--- src/rtl/busif_slave.sv ---
module busif_slave #(
  parameter int ADDR_W = 5,
  parameter int DATA_W = 16
) (
  input  logic              clk,
  input  logic              rst_n,
  input  logic              ale,
  input  logic              cs_n,
  input  logic              rd_n,
  input  logic              wr_n,
  input  logic              byte_mode,
  input  logic [ADDR_W-1:0] addr,
  input  logic [DATA_W-1:0] data_in,
  output logic [DATA_W-1:0] data_out,
  output logic              oe_lo,
  output logic              oe_hi,
  output logic              core_run,
  output logic              reg_wr,
  output logic              reg_rd,
  output logic [ADDR_W-1:0] reg_addr
);

  localparam int HALF  = DATA_W / 2;
  localparam int DEPTH = 1 << ADDR_W;

  logic [1:0]        ale_q, cs_q, rd_q, wr_q;
  logic [ADDR_W-1:0] addr_q1, addr_q2, addr_lat, xaddr;
  logic [DATA_W-1:0] din_q1, din_q2, wdata;
  logic              sel_lat, rd_pend, wr_pend, wr_kill, lane;
  logic [DATA_W-1:0] mem [DEPTH];

  wire ale_s = ale_q[1];
  wire cs_s  = cs_q[1];
  wire rd_s  = rd_q[1];
  wire wr_s  = wr_q[1];

  wire [ADDR_W-1:0] eff_addr = ale_s ? addr_q2 : addr_lat;
  wire              sel      = ale_s ? ~cs_s : sel_lat;

  wire rd_act  = sel & ~rd_s;
  wire wr_act  = sel & ~wr_s & rd_s & ~wr_kill;
  wire rd_done = rd_pend & rd_s;
  wire wr_done = wr_pend & wr_s;

  wire [DATA_W-1:0] rword = mem[eff_addr];
  wire [HALF-1:0]   rbyte = lane ? rword[DATA_W-1:HALF] : rword[HALF-1:0];

  assign oe_lo    = rd_act;
  assign oe_hi    = rd_act & ~byte_mode;
  assign core_run = ~sel;
  assign reg_wr   = wr_done;
  assign reg_rd   = rd_done;
  assign reg_addr = xaddr;
  assign data_out = !rd_act   ? '0 :
                    byte_mode ? {{HALF{1'b0}}, rbyte} : rword;

  always_ff @(posedge clk or negedge rst_n) begin
    if (!rst_n) begin
      ale_q   <= 2'b11;
      cs_q    <= 2'b11;
      rd_q    <= 2'b11;
      wr_q    <= 2'b11;
      addr_q1 <= '0;
      addr_q2 <= '0;
      din_q1  <= '0;
      din_q2  <= '0;
    end else begin
      ale_q   <= {ale_q[0], ale};
      cs_q    <= {cs_q[0], cs_n};
      rd_q    <= {rd_q[0], rd_n};
      wr_q    <= {wr_q[0], wr_n};
      addr_q1 <= addr;
      addr_q2 <= addr_q1;
      din_q1  <= data_in;
      din_q2  <= din_q1;
    end
  end

  always_ff @(posedge clk or negedge rst_n) begin
    if (!rst_n) begin
      addr_lat <= '0;
      sel_lat  <= 1'b0;
    end else if (ale_s) begin
      addr_lat <= addr_q2;
      sel_lat  <= ~cs_s;
    end
  end

  always_ff @(posedge clk or negedge rst_n) begin
    if (!rst_n) begin
      rd_pend <= 1'b0;
      wr_pend <= 1'b0;
      wr_kill <= 1'b0;
      wdata   <= '0;
      xaddr   <= '0;
    end else begin
      if (rd_done)     rd_pend <= 1'b0;
      else if (rd_act) rd_pend <= 1'b1;

      if (wr_s)                 wr_kill <= 1'b0;
      else if (~rd_s)           wr_kill <= 1'b1;

      if (wr_done || rd_act)    wr_pend <= 1'b0;
      else if (wr_act)          wr_pend <= 1'b1;

      if (wr_act)               wdata <= din_q2;
      if (wr_act || rd_act)     xaddr <= eff_addr;
    end
  end

  always_ff @(posedge clk or negedge rst_n) begin
    if (!rst_n)                    lane <= 1'b0;
    else if (!byte_mode)           lane <= 1'b0;
    else if (rd_done || wr_done)   lane <= ~lane;
  end

  always_ff @(posedge clk or negedge rst_n) begin
    if (!rst_n) begin
      for (int i = 0; i < DEPTH; i++) mem[i] <= '0;
    end else if (wr_done) begin
      if (!byte_mode)  mem[xaddr]                <= wdata;
      else if (lane)   mem[xaddr][DATA_W-1:HALF] <= wdata[HALF-1:0];
      else             mem[xaddr][HALF-1:0]      <= wdata[HALF-1:0];
    end
  end

endmodule

--- config.mk ---
export PLATFORM = sky130hd
export DESIGN_NAME = busif_slave
export DESIGN_NICKNAME = d
export VERILOG_FILES = /design/src/rtl/busif_slave.sv
export SDC_FILE = /design/constraint.sdc
export NUM_CORES = 1
export LEC_CHECK = 0
export BUFFER_PORTS_ARGS = -buffer_cell sky130_fd_sc_hd__buf_4
export CELL_PAD_IN_SITES_DETAIL_PLACEMENT = 2
export CELL_PAD_IN_SITES_GLOBAL_PLACEMENT = 2
export CORE_ASPECT_RATIO = 1.1
export CORE_MARGIN = 3
export CORE_UTILIZATION = 35
export DETAILED_ROUTE_END_ITERATION = 10
export PLACE_DENSITY_LB_ADDON = 0.08
export SYNTH_ARGS = -nofsm -noshare
export SYNTH_HDL_FRONTEND = slang
export SYNTH_SLANG_ARGS = --single-unit
--- constraint.sdc ---
create_clock -name clk -period 3.91 [get_ports clk]
set_input_delay 0.391 -clock clk [delete_from_list [all_inputs] [get_ports clk]]
set_output_delay 0.391 -clock clk [all_outputs]
set_load 0.005 [all_outputs]
==> results.cfg, run 1 <==
[route]
vias_per_cell = 5.430
drtIter0Drc = 1104
vias = 20460
wl_per_cell_um = 25.62
drc_errors = 0
drtPass1Iterations = 5
ant_nets = 0
routed_wl_um = 96570

[global_route]
track_usage_pct = 24.69
antenna_found_initial = 2
grt_pass1_wl_um = 148000
grt_pass1_vias = 23180
grt-ovfl-total = 0
grt_max_degree = 104

[floorplan]
initial_core_util_pct = 35.47
fp.coreArea_um2 = 75020
row_count = 105
die_height_um = 295.2
ios = 54
dieArea_um2 = 79380
die_x_um = 268.9

[min_path]
hold_path_end = lane$_DFFE_PN0P_
min_from = byte_mode
holdPathStages = 2
hold_class = in2reg

[final_layout]
fillCellCount = 7717
drive_gt1_share_pct = 26.34
final_common_cell = dfrtp_1
most-common-layout-cells = dfrtp_1, nand2_1, mux2_2
syn2layout_area_growth_pct = 21.98
instances_no_fill = 3769
final_nets = 2726

[clocking]
clk_pin_slew_ns = 0.06
htreeDepth = 3
tritoncts.num_buffers = 70
cts_tree = built
clock-sinks = 593
cts.path.max_buffers = 3
clk_latency_ns = 0.61
clockRootBuffer = clkbuf_16

[critical_path]
critical_path_class = reg2out
endpoint_kind = primary output
rrSetupSlack_ns = 0.85
slowest_stage = dfstp_2
cp_max_fo = 20
r2r_end = reg_addr[3]$_DFFE_PN0P_
worstPathArrival_ns = 3.48
critPathLaunchType = flip-flop
reg2reg_from = ale_q[1]$_DFF_PN1_
path_cells = buf_12 -> mux2i_4 -> buf_12 -> inv_6 -> buf_8 -> nand2_1 -> a31oi_1 -> o21ai_0 -> a21oi_1 -> a21oi_1 -> nor2_2 -> buf_4
r2r_cells = 8
critical-path-max-stage-delay_ns = 0.61
cp.required_ns = 3.52

[sta]
worst_pin_slew_ns = 1.072
finalCritPeriodShare_pct = 99.12
slew_headroom_pct = 28.40
rsz0062_at_grt = true
finalHoldViolations = 0
drv_slew = 0
fin_skew_ns = 0.02441
clock.fmax_mhz = 258.0
setup_viol = 0
min_period_ns = 3.876
final.setup.tns_ns = 0

[synth]
synth_cell_types = 52
syn_nets = 2580
yosysTopAreaCell = dfrtp_1
yosys_warnings = 0
synth_ff_type = dfrtp_1
syn_area_per_cell_um2 = 10.43
synth_area_leaders = dfrtp_1, mux2_2, nand2_1
synth_top_area_share_pct = 55.01
synth_edf_count = 0
seq_area_frac_synth_pct = 55.80
synth_seq_cells = 593
synthArstFlopShare_pct = 100.0
syn_inst = 2552
netlist_area_um2 = 26610

[power_and_ir_drop]
ir_worst_vdd_v = 0.0003166
p_per_area_nw_per_um2 = 551.6
p_leak_uw = 0.01483

[status]
status = finished clean

[place]
port_buffers = 53
place_hpwl_um = 63200
place_congestion = 0.8144
place_inst = 3598

[run]
cap_violations = 0
registers in the layout (all words and copies together) (netlist names):
| register | flops |
|---|---|
| addr_q2 | 5 |
| addr_q1 | 5 |
| rd_q | 2 |
| din_q2 | 16 |
| lane | 1 |
| wdata | 16 |
| rd_pend | 1 |
| reg_addr | 5 |
| wr_q | 2 |
| addr_lat | 5 |
| sel_lat | 1 |
| ale_q | 2 |
| wr_pend | 1 |
| wr_kill | 1 |
| cs_q | 2 |
| mem | 512 |
| din_q1 | 16 |
worst max-delay path: cells and delay by family (launching register included):
family                 cells  cell delay (ns)
AND/OR/NAND/NOR            2             0.38
flip-flops                 1             0.61
multiplexers               1             0.08
AO/OA/AOI/OAI              4             0.86
buffers and inverters      5             0.92
worst max path at each step:
stage,start,to,slack (ns),cells after the start
after floorplan,ale_q[1]$_DFF_PN1_,data_out[6],1.31,11
after global placement,ale_q[1]$_DFF_PN1_,data_out[3],0.11,12
after detailed placement,ale_q[1]$_DFF_PN1_,data_out[5],0.15,11
after CTS,ale_q[1]$_DFF_PN1_,data_out[3],-0.005,13
after global routing,ale_q[1]$_DFF_PN1_,data_out[3],-0.09,14
final,ale_q[1]$_DFF_PN1_,data_out[10],0.03,12
layout make-up:
type | count | area [um2] | area share [%]
antenna | 1 | 2.502 | 0.007709
sequential | 593 | 14850 | 45.75
multi-input combinational | 1767 | 11420 | 35.18
clock inverter | 28 | 390.4 | 1.203
timing repair buffer | 251 | 2390 | 7.362
tap | 1016 | 1271 | 3.916
clock buffer | 98 | 2052 | 6.322
inverter | 15 | 82.58 | 0.2544
report_power, final:
part | internal, uW | switching [uW] | leakage (uW)
logic | 1270 | 2080 | 0.00562
clock network | 4260 | 2730 | 0.00121
registers | 7000 | 555 | 0.00800
per-layer routing:
layer  global-route usage (%)  wire length [um]  up-vias
met3                    3.079              3202      146
li1                         -                 -     9171
met1                    32.22             42250    10850
met2                    42.00             47550      300
met4                    9.447              3562        0
met5                        0                 0        -
repair_timing:
item                                    CTS  global route
setup buffers                            10             6
pin swaps                                 6            10
cloned                                    0             2
resized for setup                        57            40
hold endpoints to repair                112             0
hold buffers                             26             0
endpoints found under the setup margin   16            16
kinds of logic (layout without fill, tap and decap cells):
family	Yosys count	in the layout	synth area share, %
xor gates and xnor gates	1	1	0.03292
buffers and inverters	192	392	3.028
and+or+nand+nor	871	871	13.65
muxes	367	367	16.08
AOI/OAI and AO/OA	528	528	11.40
DFF	593	593	55.80
other	0	1	0
through the flow:
step           setup slack, ns  instance area (um2)  util [%]  hold slack, ns  total power (uW)
2_1_floorplan            1.311                26610         -         0.09541              9315
3_3_place_gp            0.1088                29100     38.79          0.3338             10630
3_5_place_dp            0.1526                29100     38.79          0.3402             10830
4_1_cts              -0.004743                32160     42.87          0.1087             18060
5_1_grt               -0.08604                32460     43.27          0.1421             18810
6_report               0.03422                32460     43.27          0.1428             17910
Yosys cell counts, types with 3 or more instances:
cell type	instances
a22oi_1	31
o21ai_0	104
mux2i_1	73
a31oi_1	15
nand3b_1	4
dfrtp_1	585
nor2b_1	10
buf_2	29
and3b_1	3
o31ai_1	23
and2_1	6
nand2_1	401
a21boi_0	32
o21ai_1	7
a21oi_1	265
or3b_2	3
nor3b_1	4
nor3_1	9
a32oi_1	9
clkbuf_1	131
mux4_2	19
nor4_1	7
o211ai_1	10
nand3_1	142
o22ai_1	8
buf_4	11
buf_1	5
a41oi_1	16
inv_1	12
dfstp_2	8
nor2_1	269
mux2_2	272
(Power assumes the default switching activity.)
==> inputs of run 2 (changes only) <==
- ABC_AREA: default -> 1
- GPL_TIMING_DRIVEN: default -> 0
==> run 2 against run 1 <==
Net effect:
- die area decreased by 2.2%
- via count grew 16%
- largest cell class unchanged
- maximum frequency grew 1.4%
- largest power group unchanged
- sequential share of layout area grew 2.9 points
==> results.cfg, run 2 <==
[critical_path]
critical_path_class = reg2out
critical-path-max-stage-delay_ns = 0.58
critPathLaunchType = flip-flop
cp_top_family = simple AND/OR/NAND/NOR gates
endpoint_kind = primary output
cp_max_fo = 10
r2r_end = mem[381]$_DFFE_PN0P_
critPathMostFrequentCell = nand3_1
r2r_cells = 8
cp_num_buf_inv = 4
worstPathArrival_ns = 3.43
cp.required_ns = 3.52
slowest_stage = dfstp_2
path_depth = 13
rrSetupSlack_ns = 1.10
path_cells = buf_6 -> nor2_1 -> nor2_4 -> buf_4 -> buf_2 -> nand3_1 -> nand3_1 -> nand3_1 -> nand3_1 -> nand3_1 -> nand2_1 -> nor2_1 -> buf_4
reg2reg_from = reg_addr[3]$_DFFE_PN0P_

[final_layout]
largest_register_ffs = 512
syn2layout_area_growth_pct = 17.27
most-common-layout-cells = nand2_1, dfrtp_1, nand3_1
final_nets = 3327
regMostFlops = mem
final_common_cell = nand2_1
drive_gt1_share_pct = 8.779
instances_no_fill = 4304

[status]
status = finished clean

[route]
vias = 23730
ant_nets = 0
drtIter0Drc = 1467
drc_errors = 0
wl_per_cell_um = 26.23
vias_per_cell = 5.514
drtPass1Iterations = 5
routed_wl_um = 112900

[global_route]
grt_max_degree = 124
antenna_found_initial = 0
track_usage_pct = 29.17
grt_pass1_wl_um = 170000
grt_pass1_vias = 26180
grt-ovfl-total = 0

[place]
place_hpwl_um = 82590
place_inst = 4154
place_congestion = 0.8811
port_buffers = 53

[run]
cap_violations = 0

[clocking]
clockRootBuffer = clkbuf_16
cts.path.max_buffers = 3
clk_latency_ns = 0.63
htreeDepth = 3
clk_pin_slew_ns = 0.06
tritoncts.num_buffers = 70
clock-sinks = 593
cts_tree = built

[synth]
yosysTopAreaCell = dfrtp_1
synthArstFlopShare_pct = 100.0
synth_edf_count = 0
netlist_area_um2 = 26000
synth_seq_cells = 593
synth.most_common_cell = nand2_1
syn_nets = 3170
synth_ff_type = dfrtp_1
yosys_warnings = 0
yosys-top-cells-count = nand2_1, dfrtp_1, nand3_1
syn_area_per_cell_um2 = 8.276
syn_inst = 3142
synth_area_leaders = dfrtp_1, nand2_1, nand3_1
synth_top_area_share_pct = 56.30
seq_area_frac_synth_pct = 57.10
synth_cell_types = 21

[power_and_ir_drop]
ir_worst_vdd_v = 0.0003506
power_uw = 17480
p_per_area_nw_per_um2 = 573.2
p_leak_uw = 0.01354

[sta]
min_period_ns = 3.823
whs_ns = 0.2910
fin_skew_ns = 0.02695
worst_pin_slew_ns = 0.9525
setup_viol = 0
finalCritPeriodShare_pct = 97.77
finalHoldViolations = 0
drv_slew = 0
slew_headroom_pct = 36.50
clock.fmax_mhz = 261.6

[floorplan]
dieArea_um2 = 77610
die_x_um = 265.9
die_height_um = 291.9
ios = 54
initial_core_util_pct = 35.43
fp.coreArea_um2 = 73390
row_count = 104

[min_path]
hold_class = in2async
-- run 2: layer usage --
metal	track usage, %	up-vias	routed length, um	share of wire, %
li1	-	10710	-	-
met1	36.54	12320	47490	42
met2	51.46	476	56260	50
met3	3.219	222	4157	3.7
met4	11.68	0	5002	4.4
met5	0	-	0	0
-- run 2: area by class of cell --
cell class	instances	area (um2)
antenna	1	2.502
buffer	235	1130
clock buffer	101	1999
clock inverter	21	304.0
fill	8166	42900
inverter	56	224.0
multi-input combinational	2258	9981
sequential	593	14850
tap	954	1194
timing repair buffer	85	810.8
-- run 2: power breakdown --
group          internal [uW]  switching [uW]  total, uW  leakage [uW]
Sequential              6950             479       7430       0.00800
Clock                   4020            2760       6780       0.00113
Combinational            888            2390       3280       0.00441
-- run 2: worst register-to-register path, delay by kind of cell, from the launching register on --
kind            cells  cell delay (ns)
compound gates      1             0.10
simple gates        4             1.34
buf+inv             3             0.71
flops               1             0.51
-- run 2: kinds of logic (layout without fill, tap and decap cells) --
kind of cell,Yosys count,count (layout),synth area share [%]
other,0,1,0
buffers and inverters,291,498,4.749
AOI/OAI and AO/OA,558,558,10.82
and+or+nand+nor,1700,1700,27.33
DFF,593,593,57.10
-- run 2: worst max path at each step --
stage | to | from | slack (ns)
after global routing | data_out[3] | ale_q[1]$_DFF_PN1_ | -0.003
after detailed placement | data_out[7] | ale_q[1]$_DFF_PN1_ | 0.31
after global placement | mem[261]$_DFFE_PN0P_ | rst_n | -4.16
after floorplan | data_out[6] | ale_q[1]$_DFF_PN1_ | 1.81
after CTS | data_out[7] | ale_q[1]$_DFF_PN1_ | 0.008
final | data_out[0] | ale_q[1]$_DFF_PN1_ | 0.09
-- run 2: what timing repair did --
action                                  CTS  global route
gates resized for setup                  31            38
buffers inserted                          0             0
gates cloned                              0             1
endpoints found under the setup margin   16             8
pin swaps                                 0             0
endpoints found under the hold margin    71             0
hold buffers                             26             0
-- run 2: per-stage QoR --
stage	TNS [ns]	instance area [um2]	setup slack [ns]	util, %
final	0	30490	0.08704	41.55
after global routing	-0.002558	30490	-0.002558	41.55
after CTS	0	30390	0.007503	41.41
after detailed placement	0	27740	0.3113	37.80
after global placement	-2375.99	27600	-4.159	37.60
after floorplan	0	26000	1.814	-
==> inputs of run 3 (changes only) <==
==> constraint.sdc (replaced) <==
create_clock -name clk -period 3.91 [get_ports clk]
set_input_delay 0.5865 -clock clk [delete_from_list [all_inputs] [get_ports clk]]
set_output_delay 0.5865 -clock clk [all_outputs]
set_load 0.005 [all_outputs]
==> run 3 against run 2 <==
Net effect:
- utilization increased by 0.12 points
- clock power about the same
- via count decreased by 0.48%
- sequential share of layout area decreased by 0.14 points
- total power increased by 0.20%
- flip-flop and latch count unchanged
- final area increased by 0.28%
- die area unchanged
- clock skew decreased by 0.0018 ns
- count of clock-buffer cells in the layout unchanged
- critical endpoint is now data_out[5]
- largest cell class unchanged
- highest routed layer is now met5
==> results.cfg, run 3 (synthesis gave the netlist of run 2 again) <==
[power_and_ir_drop]
p_seq_share_pct = 42.4
p_comb_share_pct = 19.0
clkPwrFrac_pct = 38.6
p_int_uw = 11880
power_uw = 17510
netSwitchingFraction_pct = 32.19
switching_power_uw = 5637
ir_worst_vdd_v = 0.0003541
p_per_area_nw_per_um2 = 572.7
p_leak_uw = 0.01356

[route]
drtPass1Iterations = 5
drtIter0Drc = 1456
routed_wl_um = 112500
drc_errors = 0
vias = 23620
ant_nets = 0
vias_per_cell = 5.517
wl_per_cell_um = 26.29

[final_layout]
regMostFlops = mem
syn2layout_area_growth_pct = 17.60
largest_register_ffs = 512
design_area_um2 = 30580
instances_no_fill = 4281
most-common-layout-cells = nand2_1, dfrtp_1, nand3_1
final_nets = 3304
drive_gt1_share_pct = 10.07
final_common_cell = nand2_1

[sta]
finalCritPeriodShare_pct = 98.64
finalHoldViolations = 0
slew_headroom_pct = 35.73
clock.fmax_mhz = 259.3
timing.final.ws_setup_ns = 0.05303
rsz0062_at_grt = true
fin_skew_ns = 0.02510
drv_slew = 0
setup_viol = 0
worst_pin_slew_ns = 0.9640
min_period_ns = 3.857
final.setup.tns_ns = 0

[clocking]
cts.path.max_buffers = 3
htreeDepth = 3
clk_pin_slew_ns = 0.06
clock-sinks = 593
tritoncts.num_buffers = 70
cts_tree = built
clk_latency_ns = 0.63
clockRootBuffer = clkbuf_16

[critical_path]
critPathMostFrequentCell = nand3_1
endpoint_kind = primary output
cp_max_fo = 10
worstPathArrival_ns = 3.27
cp.required_ns = 3.32
slowest_stage = dfstp_2
critical_path_class = reg2out
critPathLaunchType = flip-flop
path_cells = buf_12 -> nor2_1 -> nor2_4 -> buf_12 -> buf_8 -> buf_6 -> nand3_1 -> nand3_1 -> nand3_1 -> nand3_2 -> nand3_1 -> nand2_1 -> nor2_1 -> buf_4
critical-path-max-stage-delay_ns = 0.61

[global_route]
track_usage_pct = 29.14
met1_usage_pct = 36.38
met3_usage_pct = 3.379
grt_max_degree = 124
use_met2_pct = 51.41
grt-ovfl-total = 0
busiest_layer = met2
grt_pass1_wl_um = 170000
antenna_found_initial = 1
grt_pass1_vias = 26120

[floorplan]
initial_core_util_pct = 35.43
die_x_um = 265.9
row_count = 104
die_height_um = 291.9
ios = 54
fp.coreArea_um2 = 73390
dieArea_um2 = 77610

[run]
cap_violations = 0

[place]
place_inst = 4154
place_congestion = 0.8811
port_buffers = 53
place_hpwl_um = 82590
place_area_um2 = 27740
preCtsSetupSlack_ns = 0.1158

[status]
status = finished clean

[min_path]
hold_class = in2reg
[run 3: changes by cell type in the layout (fill, tap and decap cells not counted), sizes merged]
cell and delta:
dlygate4sd3 -25, clkbuf +2
[run 3: power by group through the flow]
stage | clock, uW | combinational, uW | sequential [uW]
after floorplan | 0 | 1700 | 7360
after global placement | 0 | 3030 | 7450
after detailed placement | 0 | 3210 | 7510
after CTS | 6890 | 3310 | 7420
after global routing | 7160 | 3640 | 7520
final | 6770 | 3320 | 7430
[run 3: critical path, delay by kind of cell (launching register included)]
| family | cells | cell delay, ns |
|---|---|---|
| buffers and inverters | 5 | 0.80 |
| flip-flops | 1 | 0.61 |
| AND/OR/NAND/NOR | 9 | 1.20 |
[run 3: final timing paths]
| path | from | end | slack (ns) | cells past startpoint |
|---|---|---|---|---|
| max | ale_q[1]$_DFF_PN1_ | data_out[5] | 0.05 | 14 |
| min | wr_n | wr_q[0]$_DFF_PN1_ | 0.07 | 1 |
| max reg2reg | reg_addr[3]$_DFFE_PN0P_ | mem[381]$_DFFE_PN0P_ | 1.12 | 8 |
| min reg2reg | addr_q1[0]$_DFF_PN0_ | addr_q2[0]$_DFF_PN0_ | 0.35 | 0 |
| max in group asynchronous | rst_n | mem[374]$_DFFE_PN0P_ | 1.71 | 4 |
| min in group asynchronous | rst_n | mem[171]$_DFFE_PN0P_ | 0.49 | 2 |
[run 3: final cells by class]
type | instances | area (um2)
Antenna cell | 1 | 2.502
Buffer | 235 | 1265
Clock buffer | 101 | 1999
Clock inverter | 21 | 304.0
Fill cell | 8167 | 42810
Inverter | 56 | 224.0
Multi-Input combinational cell | 2258 | 10150
Sequential cell | 593 | 14850
Tap cell | 954 | 1194
Timing Repair Buffer | 62 | 591.8
[run 3: what timing repair did]
action / in CTS / in global routing
endpoints found under the hold margin: 46 / 0
buffers inserted: 1 / 1
gates cloned: 1 / 0
hold buffers: 1 / 0
endpoints found under the setup margin: 16 / 10
gates resized for setup: 96 / 59
pin swaps: 2 / 2
[run 3: stage by stage]
step                      hold slack (ns)  utilization (%)
final                             0.06822            41.67
after global routing              0.05479            41.67
after global placement             0.3322            37.60
after floorplan                    0.2909                -
after CTS                         0.03507            41.40
after detailed placement           0.3386            37.80
[run 3: layer usage]
layer	share of wire (%)	up-vias
met5	0.017	-
met4	4.0	2
met3	3.3	202
met2	50	464
met1	42	12280
li1	-	10670
